**config.mk**
```make
export PLATFORM = sky130hd
export DESIGN_NAME = blkxfer_seq
export DESIGN_NICKNAME = d
export VERILOG_FILES = /design/src/rtl/blkxfer_pkg.sv /design/src/rtl/blkxfer_popcnt.sv /design/src/rtl/blkxfer_lowbit.sv /design/src/rtl/blkxfer_addrgen.sv /design/src/rtl/blkxfer_seq.sv
export SDC_FILE = /design/constraint.sdc
export NUM_CORES = 1
export LEC_CHECK = 0
export BUFFER_PORTS_ARGS = -buffer_cell sky130_fd_sc_hd__buf_4
export CAP_MARGIN = 10
export CORE_MARGIN = 2
export CORE_UTILIZATION = 50
export CTS_CLUSTER_DIAMETER = 50
export DETAILED_ROUTE_END_ITERATION = 12
export PLACE_DENSITY = 0.69
export RECOVER_POWER = 50
export SYNTH_ARGS = -nofsm -noshare
export SYNTH_HDL_FRONTEND = slang
export SYNTH_SLANG_ARGS = --single-unit
```
**constraint.sdc**
```tcl
create_clock -name clk -period 9.22 [get_ports clk]
set_clock_uncertainty 0.05 [all_clocks]
set_input_delay 0.461 -clock clk [delete_from_list [all_inputs] [get_ports clk]]
set_output_delay 0.461 -clock clk [all_outputs]
set_load 0.01 [all_outputs]
```
**src/rtl/blkxfer_pkg.sv**
```systemverilog
package blkxfer_pkg;
   // bit 1: direction (1 = upward), bit 0: skip the base word
   typedef enum logic [1:0] {
      MODE_DN_POST = 2'b00,
      MODE_DN_PRE  = 2'b01,
      MODE_UP_POST = 2'b10,
      MODE_UP_PRE  = 2'b11
   } xfer_mode_e;

   typedef enum logic [1:0] {
      ST_IDLE = 2'b00,
      ST_RUN  = 2'b01,
      ST_DONE = 2'b10
   } seq_state_e;
endpackage

```
**src/rtl/blkxfer_popcnt.sv**
```systemverilog
module blkxfer_popcnt #(
   parameter int N  = 16,
   parameter int CW = $clog2(N + 1)
) (
   input  logic [N-1:0]  vec,
   output logic [CW-1:0] cnt
);
   always_comb begin
      cnt = '0;
      for (int i = 0; i < N; i++) begin
         cnt = cnt + CW'(vec[i]);
      end
   end
endmodule

```
**src/rtl/blkxfer_lowbit.sv**
```systemverilog
module blkxfer_lowbit #(
   parameter int N       = 16,
   parameter int IW      = $clog2(N),
   parameter bit ISOLATE = 1'b1
) (
   input  logic [N-1:0]  vec,
   output logic [IW-1:0] idx,
   output logic          single
);
   // at most one bit set
   assign single = ((vec & (vec - N'(1))) == '0);

   generate
      if (ISOLATE) begin : g_isolate
         logic [N-1:0] onehot;
         assign onehot = vec & (~vec + N'(1));
         always_comb begin
            idx = '0;
            for (int i = 0; i < N; i++) begin
               if (onehot[i]) idx = idx | IW'(i);
            end
         end
      end else begin : g_scan
         always_comb begin
            idx = '0;
            for (int i = N - 1; i >= 0; i--) begin
               if (vec[i]) idx = IW'(i);
            end
         end
      end
   endgenerate
endmodule

```
**src/rtl/blkxfer_addrgen.sv**
```systemverilog
module blkxfer_addrgen
   import blkxfer_pkg::*;
#(
   parameter int AW = 32,
   parameter int CW = 5,
   parameter int SH = 2
) (
   input  logic [AW-1:0] base,
   input  logic [CW-1:0] cnt,
   input  xfer_mode_e    mode,
   output logic [AW-1:0] first_addr,
   output logic [AW-1:0] final_addr
);
   logic [AW-1:0] span;
   logic [AW-1:0] step;

   assign span = AW'(cnt) << SH;
   assign step = AW'(1) << SH;

   always_comb begin
      case (mode)
         MODE_UP_POST: first_addr = base;
         MODE_UP_PRE:  first_addr = base + step;
         MODE_DN_POST: first_addr = base - span + step;
         default:      first_addr = base - span;
      endcase
      if (mode == MODE_UP_POST || mode == MODE_UP_PRE) final_addr = base + span;
      else                                             final_addr = base - span;
   end
endmodule

```
**src/rtl/blkxfer_seq.sv**
```systemverilog
module blkxfer_seq
   import blkxfer_pkg::*;
#(
   parameter int AW          = 32,
   parameter int NREGS       = 16,
   parameter int WORD_BYTES  = 4,
   parameter bit ISOLATE_LOW = 1'b1,
   localparam int IW         = $clog2(NREGS)
) (
   input  logic             clk,
   input  logic             rst_n,
   input  logic             start_valid,
   output logic             start_ready,
   input  logic [AW-1:0]    start_base,
   input  logic [NREGS-1:0] start_mask,
   input  logic [1:0]       start_mode,
   input  logic             start_load,
   input  logic             start_wb,
   output logic             req_valid,
   input  logic             req_ready,
   output logic [AW-1:0]    req_addr,
   output logic [IW-1:0]    req_reg,
   output logic             req_write,
   output logic             req_last,
   output logic             done,
   output logic             wb_valid,
   output logic [AW-1:0]    wb_addr
);
   localparam int CW = $clog2(NREGS + 1);
   localparam int SH = $clog2(WORD_BYTES);

   generate
      if (NREGS < 2) begin : g_bad_nregs
         $error("blkxfer_seq: NREGS must be at least 2");
      end
      if (WORD_BYTES != (1 << SH)) begin : g_bad_word
         $error("blkxfer_seq: WORD_BYTES must be a power of two");
      end
      if (AW < SH + CW + 1) begin : g_bad_aw
         $error("blkxfer_seq: AW too narrow for the transfer span");
      end
   endgenerate

   seq_state_e       st_q;
   logic [NREGS-1:0] mask_q;
   logic [AW-1:0]    addr_q;
   logic [AW-1:0]    wbaddr_q;
   logic             load_q;
   logic             wb_q;

   logic [CW-1:0]    sel_cnt;
   logic [AW-1:0]    first_a;
   logic [AW-1:0]    final_a;
   logic [IW-1:0]    cur_idx;
   logic             cur_single;
   logic             take;
   logic             fire;

   blkxfer_popcnt #(.N(NREGS), .CW(CW)) u_cnt (
      .vec (start_mask),
      .cnt (sel_cnt)
   );

   blkxfer_addrgen #(.AW(AW), .CW(CW), .SH(SH)) u_addr (
      .base       (start_base),
      .cnt        (sel_cnt),
      .mode       (xfer_mode_e'(start_mode)),
      .first_addr (first_a),
      .final_addr (final_a)
   );

   blkxfer_lowbit #(.N(NREGS), .IW(IW), .ISOLATE(ISOLATE_LOW)) u_low (
      .vec    (mask_q),
      .idx    (cur_idx),
      .single (cur_single)
   );

   assign start_ready = (st_q != ST_RUN);
   assign take        = start_valid && start_ready;
   assign req_valid   = (st_q == ST_RUN);
   assign fire        = req_valid && req_ready;
   assign req_addr    = addr_q;
   assign req_reg     = cur_idx;
   assign req_write   = !load_q;
   assign req_last    = req_valid && cur_single;
   assign done        = (st_q == ST_DONE);
   assign wb_valid    = done && wb_q;
   assign wb_addr     = wbaddr_q;

   always_ff @(posedge clk) begin
      if (!rst_n) begin
         st_q     <= ST_IDLE;
         mask_q   <= '0;
         addr_q   <= '0;
         wbaddr_q <= '0;
         load_q   <= 1'b0;
         wb_q     <= 1'b0;
      end else if (take) begin
         mask_q   <= start_mask;
         addr_q   <= first_a;
         wbaddr_q <= final_a;
         load_q   <= start_load;
         wb_q     <= start_wb;
         st_q     <= (|start_mask) ? ST_RUN : ST_DONE;
      end else if (fire) begin
         mask_q <= mask_q & (mask_q - NREGS'(1));
         addr_q <= addr_q + AW'(WORD_BYTES);
         if (cur_single) st_q <= ST_DONE;
      end else if (st_q == ST_DONE) begin
         st_q <= ST_IDLE;
      end
   end
endmodule

```
==> impl_results.md <==
- Placed cell count: approximately 1,400
- Max Slew Vio Count: 52
- Root Driver: clkbuf_16
- Fin util: around 58%
- Comb power frac: about half
- Startpoint Class: input port
- GR Overflow Total: 0
- XOR/XNOR share of the synthesized area: between 10% and 20%
- Grt met2 use: around 48%
- Share of layout cells above drive strength 1: under 10%
- Rows: 46
- Synth Register Bits: 84
- Final Power: 0.00175 W
- Vias post-DR: between 9,000 and 10,000
- NetSw: between 0.0007 and 0.0008 W
- Synthesized area per cell: between 7 and 8 sq um
- Adder-Cell Fraction of Synth Area: under 10%
- Max frequency: 137 MHz
- Max Cap Violations: 1
- Crit. End Element: register
- Syn Nets: about 1,200
- First-pass GRT wire length: about 46,000 microns
- Vias per inst: roughly 6.3
- DRC errors left: 0
- DP Wirelength: roughly 22,000 microns
- Register area: around 1700 sq um
- Setup TNS: 0 ps
- Clock tree buffer depth: 2
- EDFF count, synth: 0
- Grt met1 use: approximately 52%
- Die Span X: roughly 130 microns
- Slew HR: -71.6%
- CP Max Fanout: 15
- Fillers: roughly 1,600
- GRT Util Overall: between 30% and 40%
- CP Class: input port to register
- Clock tree sinks: 84
- Syn-to-layout area delta: 13.0%
- Mux contribution to synthesized area: approximately 1.1%
- Final Cycle Share: between 70% and 80%
- DRT Wirelength: between 20,000 and 30,000 microns
- ANT nets after route: 0
- Initial Utilization: between 50% and 60%
- Worst path required time: roughly 9300 ps
- Sequential area share after synthesis: between 20% and 30%
- Post-synth ARST share: 0%
- Cell-internal power: a little under 0.001 W
- Multi-input gate area: between 5000 and 6000 sq um
- CTS Hold Bufs: 0
- DRT Pass-1 Iters: 8
- Total die area: around 17,000 sq um
- Core ar.: about 16,000 sq um
- I/O pin count: 130
- Routability congestion estimate: between 1 and 1.5
- Setup slack, reg-to-reg: 5190 ps
- Worst hold path type: input port to register
- Buffers on Ports: between 100 and 150
- Number of buffers created by CTS: 9
- Global route hottest layer: met1
- Reg-to-reg endpoint: req_addr[9]$_SDFFE_PN0P_
- Initial antenna violation count: 0
- Cell count after synthesis: between 1,000 and 1,500
- Ys Warns: 0
- M3 GR Usage: between 5 and 6%
- 1st-iter DRT viols: approximately 1,200
- Leak: between 3 and 4 nW
- Flop pwr share: 25.0%
- Compound-Gate Fraction of Synth Area: between 20% and 30%
- Hold Path Origin: start_load
- Average wire per standard cell: about 21 microns
- Layout Nets: between 1,000 and 1,500
- Failing checks: capacitance limit, slew limit
- # setup viols final: 0
- # resized after CTS: 0
- Largest net degree at the start of global routing: 52
- Clock Latency Late Sink: 360 ps
- Hold depth: 3
- Setup bufs post-CTS: 0
- Most common flop cell mapped by yosys: dfxtp_1
- Clock share of power: approximately a quarter
- DIE HEIGHT: 132 microns
- Unrepaired setup endpoints after global routing: false
- Outcome: complete, but fails checks
- Worst-path clk slew: 70 ps
- CTS tree: yes
- Switching Fraction: between 40% and 50%
- Number of global-route vias before repair: a little over 8,000
- Pwr dens: approximately 190 nW/um^2
- WHS Endpoint: load_q$_SDFFE_PN0P_
- Worst R2R Path Depth: 8
- Slew @ Worst Pin: roughly 2600 ps
- Max H-tree Level: 3
- Critical Path AT: around 7400 ps
- Reg2reg start: st_q[0]$_SDFFE_PN0P_
- Final min period: around 7300 ps
- # diodes: 0
- Worst vdd ir: around 0.00016 V
- Largest family of logic cells by synthesized area: simple AND/OR/NAND/NOR gates
- Synth Cell Area: between 8000 and 9000 sq um
- Synth Area in Simple Gates: roughly 30%
- Post-Layout Cell Count: about 1,400
- Count of final hold-check violations: 0
- Unique cell type count in the Yosys netlist: slightly below 80
[worst max-delay path, stage by stage]
cell and delay (ps):
buf_4 90, inv_1 40, ha_1 270, inv_1 70, fa_1 440, fa_1 500, fa_1 540, fa_1 430
fa_1 440, fa_1 420, xnor2_1 200, inv_1 70, ha_1 230, o311a_1 550, or4_1 570, a222oi_1 590
nand4_2 440, nor3_1 320, xor2_1 100, a211oi_1 500, a211oi_1 100
[sequential cells by signal (all words and copies together), names as in the netlist]
signal	cells
wb_q	1
mask_q	16
wb_addr	32
st_q	2
load_q	1
req_addr	32
[logic make-up (layout without fill, tap and decap cells)]
group	Yosys count	after routing
multiplexers	9	9
AO/OA/AOI/OAI	291	291
flip-flops	84	84
adder cells (fa/ha/maj)	40	40
XOR/XNOR	103	103
buffers and inverters	144	208
AND/OR/NAND/NOR	484	484
[stage by stage]
stage | hold slack [ps] | area (sq um) | worst slack (ps)
after floorplan | 382 | 8140 | 2490
final | 309 | 9190 | 1900
after CTS | 307 | 9450 | 2100
after global routing | 315 | 9190 | 1520
after detailed placement | 395 | 9110 | 1750
after global placement | 389 | 9110 | 1850
[layout make-up]
class / count / area share, %
tap: 216 / 2.94
multi-input combinational: 927 / 64.3
inverter: 51 / 2.08
sequential: 84 / 18.3
timing repair buffer: 141 / 8.70
clock buffer: 11 / 2.75
clock inverter: 5 / 0.899
[per-layer routing]
layer	part of all wire (%)	wire, microns	vias to the layer above
met5	0	0	-
met4	1.5	456	0
met3	9.9	2920	34
met2	41	12200	516
met1	48	14100	4235
li1	-	-	4281
[worst max path at each step]
stage / startpoint / end / slack (ps) / depth (start not counted)
6_report: start_mask[0] / req_addr[18]$_SDFFE_PN0P_ / 1900 / 21
5_1_grt: start_mask[1] / req_addr[18]$_SDFFE_PN0P_ / 1520 / 22
4_1_cts: start_mask[0] / req_addr[18]$_SDFFE_PN0P_ / 2100 / 21
3_5_place_dp: start_mask[0] / req_addr[18]$_SDFFE_PN0P_ / 1750 / 21
3_3_place_gp: start_mask[0] / req_addr[18]$_SDFFE_PN0P_ / 1850 / 21
2_1_floorplan: start_mask[0] / req_addr[28]$_SDFFE_PN0P_ / 2490 / 23
[cells in the final DEF (no fill, tap or decap), types with 8 or more instances in the layout]
master	n
or3_1	13
buf_4	72
or4_1	9
nor4_1	25
a31oi_1	20
o31ai_1	12
xor2_1	31
nand4_1	30
nor2_1	100
nand2_1	144
clkbuf_16	9
and4_1	8
and3_1	13
nor2b_1	9
nor3_1	43
dfxtp_1	84
clkbuf_1	69
inv_1	49
fa_1	12
o221ai_1	8
a211oi_1	18
xnor2_1	72
nand3_1	41
a22oi_1	17
mux2i_1	8
a21oi_1	86
ha_1	24
o22ai_1	10
o21ai_0	50
and2_1	9
[synth_stat cells, types with 5 or more instances]
master | n | area (sq um)
a21oi_1 | 86 | 430
nor2_1 | 101 | 379
nor4_2 | 6 | 75.1
nand2b_1 | 6 | 37.5
buf_1 | 7 | 26.3
nand4_1 | 30 | 188
a31oi_1 | 20 | 125
a32oi_1 | 7 | 61.3
nand3b_1 | 5 | 37.5
a21o_1 | 6 | 45.0
dfxtp_1 | 84 | 1680
or3_1 | 13 | 81.3
and3_1 | 13 | 81.3
xnor2_1 | 72 | 631
a22oi_1 | 17 | 128
o311ai_0 | 6 | 52.6
o21ai_0 | 50 | 250
ha_1 | 24 | 300
clkbuf_1 | 79 | 297
xor2_1 | 31 | 272
and4_1 | 8 | 70.1
and2_1 | 10 | 62.6
nand3_1 | 41 | 205
inv_1 | 50 | 188
o22ai_1 | 10 | 62.6
nand2_1 | 145 | 544
a211oi_1 | 18 | 135
o311a_1 | 5 | 50.1
o31ai_1 | 12 | 90.1
nor4_1 | 25 | 156
mux2i_1 | 8 | 80.1
buf_2 | 6 | 30.0
o221ai_1 | 8 | 70.1
nor2b_1 | 9 | 56.3
nor3_1 | 43 | 215
or4_1 | 9 | 67.6
o211ai_1 | 7 | 52.6
fa_1 | 12 | 240
[power by group through the flow]
stage / registers (W) / logic (W) / clock network [W]
2_1_floorplan: 0.000449 / 0.000627 / 0
3_3_place_gp: 0.000444 / 0.000882 / 0
3_5_place_dp: 0.000445 / 0.000892 / 0
4_1_cts: 0.000437 / 0.000896 / 0.000430
5_1_grt: 0.000443 / 0.000974 / 0.000443
6_report: 0.000437 / 0.000890 / 0.000425
No activity file was read; power rests on OpenSTA's default activity.
